==> src/rtl/ptw_pkg.sv <==
package ptw_pkg;
  localparam int VA_W    = 32;
  localparam int OFF_W   = 12;
  localparam int IDX_W   = 10;
  localparam int FRAME_W = VA_W - OFF_W;
  localparam int PTE_W   = 32;
  localparam int BIT_PRESENT = 0;
  localparam int BIT_REF     = 1;
  localparam int BIT_MOD     = 2;

  typedef enum logic [2:0] {
    ST_IDLE, ST_L1_RD, ST_L1_WT, ST_L2_RD, ST_L2_WT, ST_WB, ST_RSP
  } walk_st_e;

  function automatic logic [IDX_W-1:0] top_index(input logic [VA_W-1:0] va);
    return va[VA_W-1 -: IDX_W];
  endfunction

  function automatic logic [IDX_W-1:0] leaf_index(input logic [VA_W-1:0] va);
    return va[OFF_W +: IDX_W];
  endfunction

  function automatic logic [OFF_W-1:0] page_offset(input logic [VA_W-1:0] va);
    return va[OFF_W-1:0];
  endfunction

  function automatic logic [VA_W-1:0] slot_addr(input logic [FRAME_W-1:0] frame,
                                                input logic [IDX_W-1:0] idx);
    return {frame, idx, 2'b00};
  endfunction

  function automatic logic [FRAME_W-1:0] entry_frame(input logic [PTE_W-1:0] pte);
    return pte[PTE_W-1 -: FRAME_W];
  endfunction

  function automatic logic [PTE_W-1:0] mark_entry(input logic [PTE_W-1:0] pte,
                                                 input logic store);
    logic [PTE_W-1:0] r;
    r = pte;
    r[BIT_REF] = 1'b1;
    if (store) r[BIT_MOD] = 1'b1;
    return r;
  endfunction
endpackage

==> src/rtl/ptw_ctrl.sv <==
module ptw_ctrl
  import ptw_pkg::*;
(
  input  logic     clk,
  input  logic     rst_n,
  input  logic     req_fire,
  input  logic     mem_req_ready,
  input  logic     mem_rsp_valid,
  input  logic     entry_present,
  input  logic     leaf_changes,
  input  logic     rsp_ready,
  output walk_st_e state
);
  walk_st_e nxt;

  always_comb begin
    nxt = state;
    case (state)
      ST_IDLE:  if (req_fire) nxt = ST_L1_RD;
      ST_L1_RD: if (mem_req_ready) nxt = ST_L1_WT;
      ST_L1_WT: if (mem_rsp_valid) nxt = entry_present ? ST_L2_RD : ST_RSP;
      ST_L2_RD: if (mem_req_ready) nxt = ST_L2_WT;
      ST_L2_WT: if (mem_rsp_valid) begin
        if (entry_present && leaf_changes) nxt = ST_WB;
        else nxt = ST_RSP;
      end
      ST_WB:    if (mem_req_ready) nxt = ST_RSP;
      ST_RSP:   if (rsp_ready) nxt = ST_IDLE;
      default:  nxt = ST_IDLE;
    endcase
  end

  always_ff @(posedge clk or negedge rst_n) begin
    if (!rst_n) state <= ST_IDLE;
    else        state <= nxt;
  end
endmodule

==> src/rtl/ptw_addr_sel.sv <==
module ptw_addr_sel
  import ptw_pkg::*;
(
  input  walk_st_e           state,
  input  logic [FRAME_W-1:0] root_q,
  input  logic [FRAME_W-1:0] l1_frame_q,
  input  logic [VA_W-1:0]    va_q,
  output logic [VA_W-1:0]    addr
);
  always_comb begin
    if (state == ST_L1_RD) addr = slot_addr(root_q, top_index(va_q));
    else                   addr = slot_addr(l1_frame_q, leaf_index(va_q));
  end
endmodule

==> src/rtl/ptw_leaf_upd.sv <==
module ptw_leaf_upd
  import ptw_pkg::*;
(
  input  logic [PTE_W-1:0] leaf,
  input  logic             store,
  output logic [PTE_W-1:0] new_leaf,
  output logic             changed
);
  always_comb begin
    new_leaf = mark_entry(leaf, store);
    changed  = (new_leaf != leaf);
  end
endmodule

==> src/rtl/ptw_walker.sv <==
module ptw_walker
  import ptw_pkg::*;
(
  input  logic               clk,
  input  logic               rst_n,
  input  logic [FRAME_W-1:0] root_frame,
  input  logic               req_valid,
  output logic               req_ready,
  input  logic [VA_W-1:0]    req_vaddr,
  input  logic               req_write,
  output logic               rsp_valid,
  input  logic               rsp_ready,
  output logic               rsp_fault,
  output logic [VA_W-1:0]    rsp_paddr,
  output logic               mem_req_valid,
  input  logic               mem_req_ready,
  output logic               mem_req_we,
  output logic [VA_W-1:0]    mem_req_addr,
  output logic [PTE_W-1:0]   mem_req_wdata,
  input  logic               mem_rsp_valid,
  input  logic [PTE_W-1:0]   mem_rsp_rdata
);
  walk_st_e           state;
  logic [VA_W-1:0]    va_q;
  logic               walk_wr;
  logic [FRAME_W-1:0] root_q;
  logic [FRAME_W-1:0] l1_frame_q;
  logic [PTE_W-1:0]   leaf_new_q;
  logic               fault_q;
  logic [PTE_W-1:0]   upd_leaf;
  logic               upd_changed;
  logic               walk_start;
  logic               l1_done;
  logic               l2_done;
  logic               rd_present;

  assign req_ready  = (state == ST_IDLE);
  assign walk_start = req_valid && req_ready;
  assign l1_done    = (state == ST_L1_WT) && mem_rsp_valid;
  assign l2_done    = (state == ST_L2_WT) && mem_rsp_valid;
  assign rd_present = mem_rsp_rdata[BIT_PRESENT];

  ptw_ctrl u_ctrl (
    .clk           (clk),
    .rst_n         (rst_n),
    .req_fire      (walk_start),
    .mem_req_ready (mem_req_ready),
    .mem_rsp_valid (mem_rsp_valid),
    .entry_present (rd_present),
    .leaf_changes  (upd_changed),
    .rsp_ready     (rsp_ready),
    .state         (state)
  );

  ptw_addr_sel u_addr (
    .state      (state),
    .root_q     (root_q),
    .l1_frame_q (l1_frame_q),
    .va_q       (va_q),
    .addr       (mem_req_addr)
  );

  ptw_leaf_upd u_upd (
    .leaf     (mem_rsp_rdata),
    .store    (walk_wr),
    .new_leaf (upd_leaf),
    .changed  (upd_changed)
  );

  always_ff @(posedge clk or negedge rst_n) begin
    if (!rst_n) begin
      va_q       <= '0;
      walk_wr    <= 1'b0;
      root_q     <= '0;
      l1_frame_q <= '0;
      leaf_new_q <= '0;
      fault_q    <= 1'b0;
    end else begin
      if (walk_start) begin
        va_q    <= req_vaddr;
        walk_wr <= req_write;
        root_q  <= root_frame;
        fault_q <= 1'b0;
      end
      if (l1_done) begin
        l1_frame_q <= entry_frame(mem_rsp_rdata);
        if (!rd_present) fault_q <= 1'b1;
      end
      if (l2_done) begin
        leaf_new_q <= upd_leaf;
        if (!rd_present) fault_q <= 1'b1;
      end
    end
  end

  assign mem_req_valid = (state == ST_L1_RD) || (state == ST_L2_RD) || (state == ST_WB);
  assign mem_req_we    = (state == ST_WB);
  assign mem_req_wdata = leaf_new_q;
  assign rsp_valid     = (state == ST_RSP);
  assign rsp_fault     = fault_q;
  assign rsp_paddr     = fault_q ? '0 : {entry_frame(leaf_new_q), page_offset(va_q)};
endmodule

==> config.mk <==
export PLATFORM = sky130hd
export DESIGN_NAME = ptw_walker
export DESIGN_NICKNAME = d
export VERILOG_FILES = /design/src/rtl/ptw_pkg.sv /design/src/rtl/ptw_ctrl.sv /design/src/rtl/ptw_addr_sel.sv /design/src/rtl/ptw_leaf_upd.sv /design/src/rtl/ptw_walker.sv
export SDC_FILE = /design/constraint.sdc
export NUM_CORES = 1
export LEC_CHECK = 0
export CORE_UTILIZATION = 45
export CTS_CLUSTER_DIAMETER = 60
export DETAILED_ROUTE_END_ITERATION = 7
export PLACE_DENSITY = 0.9
export SYNTH_ARGS = -nofsm -noshare
export SYNTH_HDL_FRONTEND = slang
export SYNTH_SLANG_ARGS = --single-unit
==> constraint.sdc <==
create_clock -name clk -period 2.3 [get_ports clk]
set_input_delay 0.46 -clock clk [delete_from_list [all_inputs] [get_ports clk]]
set_output_delay 0.46 -clock clk [all_outputs]
set_load 0.01 [all_outputs]
; Word-level counts from Yosys, hierarchy flattened
; Index checks and enable logic that the tools add are counted.
[word_totals]
elab_cells = 47
ramBits = 0
memories = 0
latch_bits = 0
regBits = 109
out_inout_bits = 101
romBits = 0
inputBits = 91
[op_classes]
div_mod_pow = 0
shift = 0
bitwise_logic = 0
n_eq_ne = 14
magnitude_cmp = 0
reduce_logical = 8
add_sub_neg = 0
muxes = 18
multipliers = 0
[ops]
columns = cell, n
row1 = $mux W32, 2
row2 = $mux W3, 8
row3 = $pmux W3 S7, 1
row4 = $ne A2 B2 Y1 const B, 5
row5 = $eq A3 B3 Y1 const B, 3
row6 = $reduce_and A7 Y1, 1
row7 = $eq A3 B2 Y1 const B, 2
row8 = $mux W1, 6
row9 = $logic_and A1 B1 Y1, 4
row10 = $ne A2 B1 Y1 const B, 2
row11 = $eq A3 B1 Y1 const B, 1
row12 = $logic_not A3 Y1, 1
row13 = $logic_or A1 B1 Y1, 2
row14 = $mux W2, 1
row15 = $ne A2 B2 Y1, 1

; Logic depth before layout (Yosys ltp)
; Gate-level depths: netlist (run 1).
[logic_depth]
depth_word = 7
ltp_mapped = 6

; Hierarchy
; From an unflattened synthesis (run 1), not the netlist that was laid out.
[unflattened]
hier_cells = 368
hier_area_um2 = 5499.0
[by_module_without_submodules]
columns = mod, seq_area_each_um2, area_each_um2, cells_each, instances
row1 = ptw_walker, 2652.5, 4630.7, 271, 1
row2 = ptw_addr_sel, 0.0, 409.1, 37, 1
row3 = ptw_leaf_upd, 0.0, 251.5, 35, 1
row4 = ptw_ctrl, 75.1, 207.7, 25, 1

; Least setup slack after synthesis (run 1)
; No wires, ideal clock.
[synth_path]
path_kind = register -> output
from = reg u_ctrl.state[2]
to = out mem_req_addr[10]
path_slack_ns = 0.525
stages_incl_launch_ff = 6
arrival_ns = 1.315
cell_sequence = dfrtp_1 > buf_2 > nor2_1 > and2_4 > buf_6 > mux2_4
[synth_via]
elab_chain_len = 2
[synth_lines]
columns = element, line_no
row1 = start: declaration, ptw_ctrl.sv:12  ; output walk_st_e state
row2 = start signal: assignment, ptw_ctrl.sv:35  ; else state <= nxt;
row3 = $eq A3 B1 Y1, ptw_addr_sel.sv:11  ; if (state == ST_L1_RD) addr = slot_addr(root_q, top_index(va_q));
row4 = $mux W32, ptw_addr_sel.sv:11
row5 = end: declaration, ptw_walker.sv:18  ; output logic [VA_W-1:0] mem_req_addr,
; No other way between the ends.

; Worst setup path after layout (run 1)
[layout_path]
from = reg u_ctrl.state[2]
to = out mem_req_addr[4]
; Same word-level chain as after synthesis.

==> results of run 1 <==
==> layer usage <==
metal | vias to the layer above | routed length, um | global-route usage
li1 | 1591 | - | -
met1 | 1717 | 5170 | 0.264
met2 | 148 | 6520 | 0.388
met3 | 14 | 941 | 0.0782
met4 | 0 | 162 | 0.0733
met5 | - | 0 | 0
==> logic make-up after synthesis <==
kind of cell    Yosys count
simple gates             56
buf+inv                  25
mux                     133
flops                   109
compound gates           16
other cells               1
==> Yosys cell counts, types with 2 or more instances <==
cell type,count
sky130_fd_sc_hd__nor2b_1,35
sky130_fd_sc_hd__buf_12,6
sky130_fd_sc_hd__buf_2,2
sky130_fd_sc_hd__o31ai_1,3
sky130_fd_sc_hd__buf_6,4
sky130_fd_sc_hd__buf_4,7
sky130_fd_sc_hd__mux2_2,32
sky130_fd_sc_hd__dfrtp_1,109
sky130_fd_sc_hd__a21oi_1,3
sky130_fd_sc_hd__o21ai_0,3
sky130_fd_sc_hd__nand2b_1,3
sky130_fd_sc_hd__o21ai_1,2
sky130_fd_sc_hd__inv_1,3
sky130_fd_sc_hd__clkbuf_1,3
sky130_fd_sc_hd__nor2_1,7
sky130_fd_sc_hd__nand2_1,2
sky130_fd_sc_hd__and2_4,2
sky130_fd_sc_hd__mux2_4,80
sky130_fd_sc_hd__mux2_1,21
==> through the flow <==
stage / utilization / TNS, ns
2_1_floorplan: - / 0
3_3_place_gp: 0.657 / 0
3_5_place_dp: 0.657 / 0
4_1_cts: 0.694 / 0
5_1_grt: 0.690 / -0.484
6_report: 0.690 / 0
==> timing repair <==
action                     4_1_cts  5_1_grt
setup endpoints to repair       30       24
cloned                           1        0
gates resized for setup         79       20
pin swaps                        2        2
setup buffers                    9        1
==> power groups by stage <==
stage,Sequential (W),Combinational (W),Clock [W]
2_1_floorplan,0.00347,0.00339,0
3_5_place_dp,0.00353,0.00610,0
3_3_place_gp,0.00346,0.00594,0
4_1_cts,0.00351,0.00613,0.00172
6_report,0.00351,0.00600,0.00168
5_1_grt,0.00362,0.00641,0.00180
==> sequential cells by signal, summed over array words and instances, names as in the netlist <==
name,flops
l1_frame_q,20
mem_req_wdata,32
root_q,20
rsp_fault,1
u_ctrl.state,3
va_q,32
walk_wr,1
==> path summary, 6_finish.rpt <==
kind,startpoint,end,slack [ns],cells past startpoint
worst max-delay path,u_ctrl.state[2]$_DFFE_PN0P_,mem_req_addr[4],0.02,5
worst min-delay path,rst_n,root_q[3]$_DFFE_PN0P_,0.09,1
worst max register to register,u_ctrl.state[2]$_DFFE_PN0P_,root_q[1]$_DFFE_PN0P_,0.47,5
worst min register to register,mem_req_wdata[1]$_DFFE_PN0N_,mem_req_wdata[1]$_DFFE_PN0N_,0.47,1
max in group asynchronous,rst_n,mem_req_wdata[9]$_DFFE_PN0N_,1.60,2
min in group clk,mem_req_wdata[1]$_DFFE_PN0N_,mem_req_wdata[1]$_DFFE_PN0N_,0.47,1
==> worst reg2reg max path, stage by stage, from the launching register on <==
cell and delay (ns):
sky130_fd_sc_hd__dfrtp_1 0.40, sky130_fd_sc_hd__buf_4 0.18, sky130_fd_sc_hd__nor3_2 0.24, sky130_fd_sc_hd__and2_4 0.31, sky130_fd_sc_hd__buf_12 0.22, sky130_fd_sc_hd__mux2_2 0.37
==> layout make-up <==
class | count | share of cell area
Inverter | 3 | 0.00147
Sequential cell | 109 | 0.357
Clock inverter | 3 | 0.00900
Timing Repair Buffer | 215 | 0.280
Clock buffer | 12 | 0.0336
Multi-Input combinational cell | 207 | 0.296
Tap cell | 140 | 0.0229
==> cells in the final DEF (no fill, tap or decap), types with 5 or more instances in the layout <==
master	n
sky130_fd_sc_hd__mux2_2	32
sky130_fd_sc_hd__clkdlybuf4s15_1	11
sky130_fd_sc_hd__buf_4	16
sky130_fd_sc_hd__clkbuf_16	9
sky130_fd_sc_hd__dfrtp_1	109
sky130_fd_sc_hd__mux2_1	21
sky130_fd_sc_hd__nor2_1	5
sky130_fd_sc_hd__buf_12	10
sky130_fd_sc_hd__mux2_4	80
sky130_fd_sc_hd__nor2b_1	35
sky130_fd_sc_hd__clkdlybuf4s50_1	158
sky130_fd_sc_hd__buf_2	14
==> metrics, run 1 <==
max frequency=between 400 and 500 MHz; CTS Buffer Depth=2; Post-synth EDFFs=0; largest voltage drop on the vdd net=935 uV; portion of the post-synthesis area used by sequential elements=0.522; clock share of power=0.150; syn avg cell area=~15 um^2; Vias/cell=between 5 and 6; I/O Pins=approximately 190; sequential fraction of design power=0.314; final total power=between 0.01 and 0.015 W; CP max-delay cell=sky130_fd_sc_hd__dfrtp_1; clock sinks=roughly 110; first drt pass iteration count=4; NumNets Final=roughly 640; cell breakdown of the critical path=nor2_2 > and2_4 > buf_12 > mux2_4 > clkdlybuf4s15_1; dpl cell area=approximately 7300 um^2; share of the clock period used by the worst path=0.991; antenna cells=0; all-layer global routing usage=0.226; combinational family with the most area after synthesis=multiplexers; Worst Skew=about 0.0049 ns; final hold vios=0; starting DRC count in detailed routing=131; cell type with the highest aggregate area in the netlist=sky130_fd_sc_hd__dfrtp_1; Placed Cells=665; routed via count=approximately 3,500; switching share of power=0.309; global placement routability congestion=0.809; crit path setup slack, layout=0.0213 ns; maximum capacitance violations=0; data required time of the critical path=between 1.5 and 2 ns; fraction of registers with async set/reset=1.00; Synth Area in Compound Gates=0.0194; non-filler instance count after layout=689; total of warnings raised by yosys=0; area inside the core boundary=11,100 um^2; clock buffer count from CTS=9; arrival time at the worst endpoint=~1.8 ns; average wire per standard cell=18.6 um; type of origin of the critical path=register; chip height=around 110 um; worst slack after detailed placement=0.136 ns; category of the critical setup timing path=register to output pin; final setup vio count=0; critical path's largest stage delay=approximately 0.40 ns; starting density of the core=0.472; share of the synthesized area in the top cell type=0.522; Pint=0.00773 W; number of flip-flops and latches in the synthesized netlist=between 100 and 150; Worst-Skew Late Latency=~0.35 ns; clock transition at the registers of the reported paths=~0.070 ns; path type of the worst min-delay path=input port to async pin; maximum number of pins on one net before global-route repair=40; number of port buffers=between 150 and 200; Remaining DRCs=0; number of H-tree levels=3; Leakage Power=roughly 3.3 nW; outcome=completed; final number of max-transition violations=0; post-synthesis share of cell area spent on full adders, half adders and majority gates=0; biggest area contributors in the synthesized netlist=sky130_fd_sc_hd__dfrtp_1 (52%), sky130_fd_sc_hd__mux2_4 (23%), sky130_fd_sc_hd__mux2_2 (6.9%), sky130_fd_sc_hd__mux2_1 (4.5%), sky130_fd_sc_hd__nor2b_1 (4.2%); via count of the first global-routing pass=between 3,000 and 4,000; most frequently used flop master after synthesis=sky130_fd_sc_hd__dfrtp_1; simple logic cell fraction of the synthesized area=0.0661; Layout area overhead=46.2%; Critical Path Sink Type=output pin; CTS Root Cell=sky130_fd_sc_hd__clkbuf_16; maximum fanout along the worst path=9; hold-fix buffer count after cts=0; final hold slack=roughly 0.09 ns; number of instances in the synthesized netlist=340; headroom to the max-slew limit=0.635; post-synthesis mux area share=0.344; total net switching power=around 0.0035 W; Buf+Inv Stages, Crit Path=2; flip-flop and latch area=between 2000 and 3000 um^2; synth unique cells=32; Multi-input gate area=around 2300 um^2; final WL=roughly 13,000 um; total congestion overflow=0; cell class contributing the biggest share of worst-path delay=buffers and inverters; Pwr Density=between 1000 and 1500 nW/um^2; Netlist Area Pre-Place=approximately 5200 um^2; final cell area excluding filler cells=roughly 7600 um^2; fillers=~800; global-route wire length before repair=19,800 um; initial antenna violation count=0; combinational fraction of design power=0.537; area share of xor/xnor cells in the synthesized design=0; Post-DRT Antenna Nets=0; fraction of final layout cells with drive strength greater than 1=0.328; HPWL after detailed placement=around 9300 um; Period minus WS final=roughly 2.3 ns; Die Wd=between 100 and 150 um; row count=38; CTS tree=yes; transition time of the tightest slew-check pin=around 0.55 ns; area enclosed by the die boundary=12,000 um^2
Power figures use the tool's default switching activity.
==> run 2, diff against run 1 <==
- CELL_PAD_IN_SITES_DETAIL_PLACEMENT: default -> 2
- CELL_PAD_IN_SITES_GLOBAL_PLACEMENT: default -> 2
- CORE_UTILIZATION: 45 -> 30
==> run 2 against run 1 <==
Effect of this change:
- global-route usage down 3.8 points
- final area up 1.5%
- utilization down 23 points
- power up 3.6%
- first-iteration DRC count down 56%
- clock skew up 0.0014 ns
- worst hold slack worse by 0.036 ns
- routed wire length up 26%
- die area up 49%
- setup slack better by 0.0025 ns
- via count up 2.9%
- register-to-register slack worse by 0.10 ns
==> metrics, run 2 (synthesis results as in run 1) <==
outcome=completed; hold-fix buffer count after cts=0 (unchanged); NumNets Final=636 (unchanged); FF-to-FF Start=u_ctrl.state[1]$_DFFE_PN0P_; final total power=0.0116 W (+3.6%); most frequent cells in the layout=sky130_fd_sc_hd__clkdlybuf4s50_1 (154), sky130_fd_sc_hd__dfrtp_1 (109), sky130_fd_sc_hd__mux2_4 (80); final WL=16,100 um (+26%); grt met1 use=0.209 (-0.0554); final setup vio count=0 (unchanged); average wire per standard cell=20.9 um (+13%); CTS tree=yes; clock transition at the registers of the reported paths=0.07 ns (about the same); dpl cell area=7360 um^2 (+1.2%); final number of max-transition violations=0 (unchanged); data required time of the critical path=1.84 ns (about the same); maximum number of pins on one net before global-route repair=62 (+55%); number of port buffers=189 (unchanged); layer with the highest usage=met2; most frequent standard cell in the layout excluding fill and tap cells=sky130_fd_sc_hd__clkdlybuf4s50_1; non-filler instance count after layout=770 (+12%); unrepaired setup endpoints after global routing=true; global-route wire length before repair=25,000 um (+26%); chip height=134 um (+22%); largest voltage drop on the vdd net=642 uV (-31%); maximum fanout along the worst path=8 (-1); global placement routability congestion=0.749 (-7.4%); arrival time at the worst endpoint=1.82 ns (about the same); initial antenna violation count=1 (+1); final hold vios=0 (unchanged); category of the critical setup timing path=register to output pin; routed via count=3,570 (+2.9%); max frequency=439 MHz (+0.11%); fillers=1,656 (+110%); starting density of the core=0.311 (-0.161); clock buffer count from CTS=9 (unchanged); Critical Path Sink Type=output pin; Period minus WS final=2.28 ns (-0.00245 ns); HPWL after detailed placement=11,500 um (+23%); total congestion overflow=0 (unchanged); Worst R2R Setup Slack=0.37 ns (-0.10 ns); starting DRC count in detailed routing=58 (-56%); endpoint of the most critical register-to-register path=root_q[2]$_DFFE_PN0P_; area inside the core boundary=16,800 um^2 (+52%); fraction of final layout cells with drive strength greater than 1=0.344 (+0.0158); I/O Pins=192 (unchanged); share of the clock period used by the worst path=0.990 (-0.00107); path type of the worst min-delay path=input port to async pin; all-layer global routing usage=0.188 (-0.0380); Remaining DRCs=0 (unchanged); Vias/cell=4.64 (-7.9%); Layout area overhead=48.5%; first drt pass iteration count=4 (unchanged); Placed Cells=745 (+12%); Worst R2R Path Depth=6 (+1); row count=47 (+24%); CTS Root Cell=sky130_fd_sc_hd__clkbuf_16; number of H-tree levels=3 (unchanged); antenna cells=0 (unchanged); area enclosed by the die boundary=18,000 um^2 (+49%); final cell area excluding filler cells=7760 um^2 (+1.5%); clock sinks=109 (unchanged); grt met3 use=0.0469 (-0.0314); Worst Skew=0.00632 ns (+0.00144 ns); type of origin of the critical path=register; via count of the first global-routing pass=4,301 (+14%); CTS Buffer Depth=2 (unchanged); Pwr Density=1490 nW/um^2 (+2.0%); Worst-Skew Late Latency=0.35 ns (about the same); Leakage Power=3.40 nW (+1.5%); global-route track usage on met2=0.347 (-0.0410); Die Wd=134 um (+22%); maximum capacitance violations=0 (unchanged); Post-DRT Antenna Nets=0 (unchanged)
run 2: changes by cell type in the layout (fill, tap and decap cells not counted), sizes merged:
cell,delta
clkdlybuf4s15,-12
buf,+9
clkbuf,+4
clkdlybuf4s50,-4
dlygate4sd2,+2
dlymetal6s2s,+2
clkinv,-1
clkinvlp,+1
run 2: report_power, final:
group          leakage, nW  switching (W)  total [W]  internal, W
clock network        0.156       0.000703    0.00172      0.00102
logic                 1.95        0.00239    0.00632      0.00394
registers             1.29       0.000652    0.00355      0.00290
total                 3.40        0.00374     0.0116      0.00785
run 2: layer usage:
layer | vias up | share of wire
li1 | 1578 | -
met2 | 135 | 0.53
met3 | 17 | 0.054
met5 | - | 0.00074
met1 | 1838 | 0.40
met4 | 2 | 0.016
run 2: layout make-up:
class	count	area, um^2	area share
Sequential cell	109	2730	0.352
Multi-Input combinational cell	207	2260	0.291
Timing Repair Buffer	215	2160	0.278
Tap cell	220	275	0.0355
Clock buffer	13	260	0.0335
Clock inverter	3	67.6	0.00871
Inverter	3	11.3	0.00145
run 2: per-stage QoR:
step | hold WS, ns | setup slack (ns) | utilization | TNS, ns
2_1_floorplan | 0.164 | 0.525 | - | 0
4_1_cts | 0.0410 | -0.0216 | 0.457 | -0.0216
6_report | 0.0528 | 0.0237 | 0.461 | 0
3_5_place_dp | 0.441 | 0.0763 | 0.438 | 0
3_3_place_gp | 0.431 | 0.109 | 0.438 | 0
5_1_grt | 0.0561 | -0.0467 | 0.461 | -0.568
run 2: worst max-delay path by stage:
stage,startpoint,end,slack [ns],cells after the start
global route,u_ctrl.state[2]$_DFFE_PN0P_,mem_req_addr[5],-0.05,6
global placement,u_ctrl.state[2]$_DFFE_PN0P_,mem_req_addr[30],0.11,5
floorplan,u_ctrl.state[2]$_DFFE_PN0P_,mem_req_addr[10],0.53,5
finish,u_ctrl.state[2]$_DFFE_PN0P_,mem_req_addr[14],0.02,6
detailed placement,u_ctrl.state[2]$_DFFE_PN0P_,mem_req_addr[12],0.08,5
CTS,u_ctrl.state[1]$_DFFE_PN0P_,mem_req_addr[19],-0.02,6
run 2: repair_timing:
action / in CTS / in global routing
resized for setup: 115 / 31
pin swaps: 2 / 2
buffers inserted: 7 / 2
cloned: 1 / 0
endpoints found under the setup margin: 30 / 32
run 2: critical path: stages, from the launching register on:
cell                      delay [ns]
sky130_fd_sc_hd__dfrtp_1        0.40
sky130_fd_sc_hd__nor2_2         0.15
sky130_fd_sc_hd__and2_4         0.21
sky130_fd_sc_hd__buf_12         0.12
sky130_fd_sc_hd__buf_12         0.14
sky130_fd_sc_hd__mux2_4         0.32
sky130_fd_sc_hd__buf_6          0.12
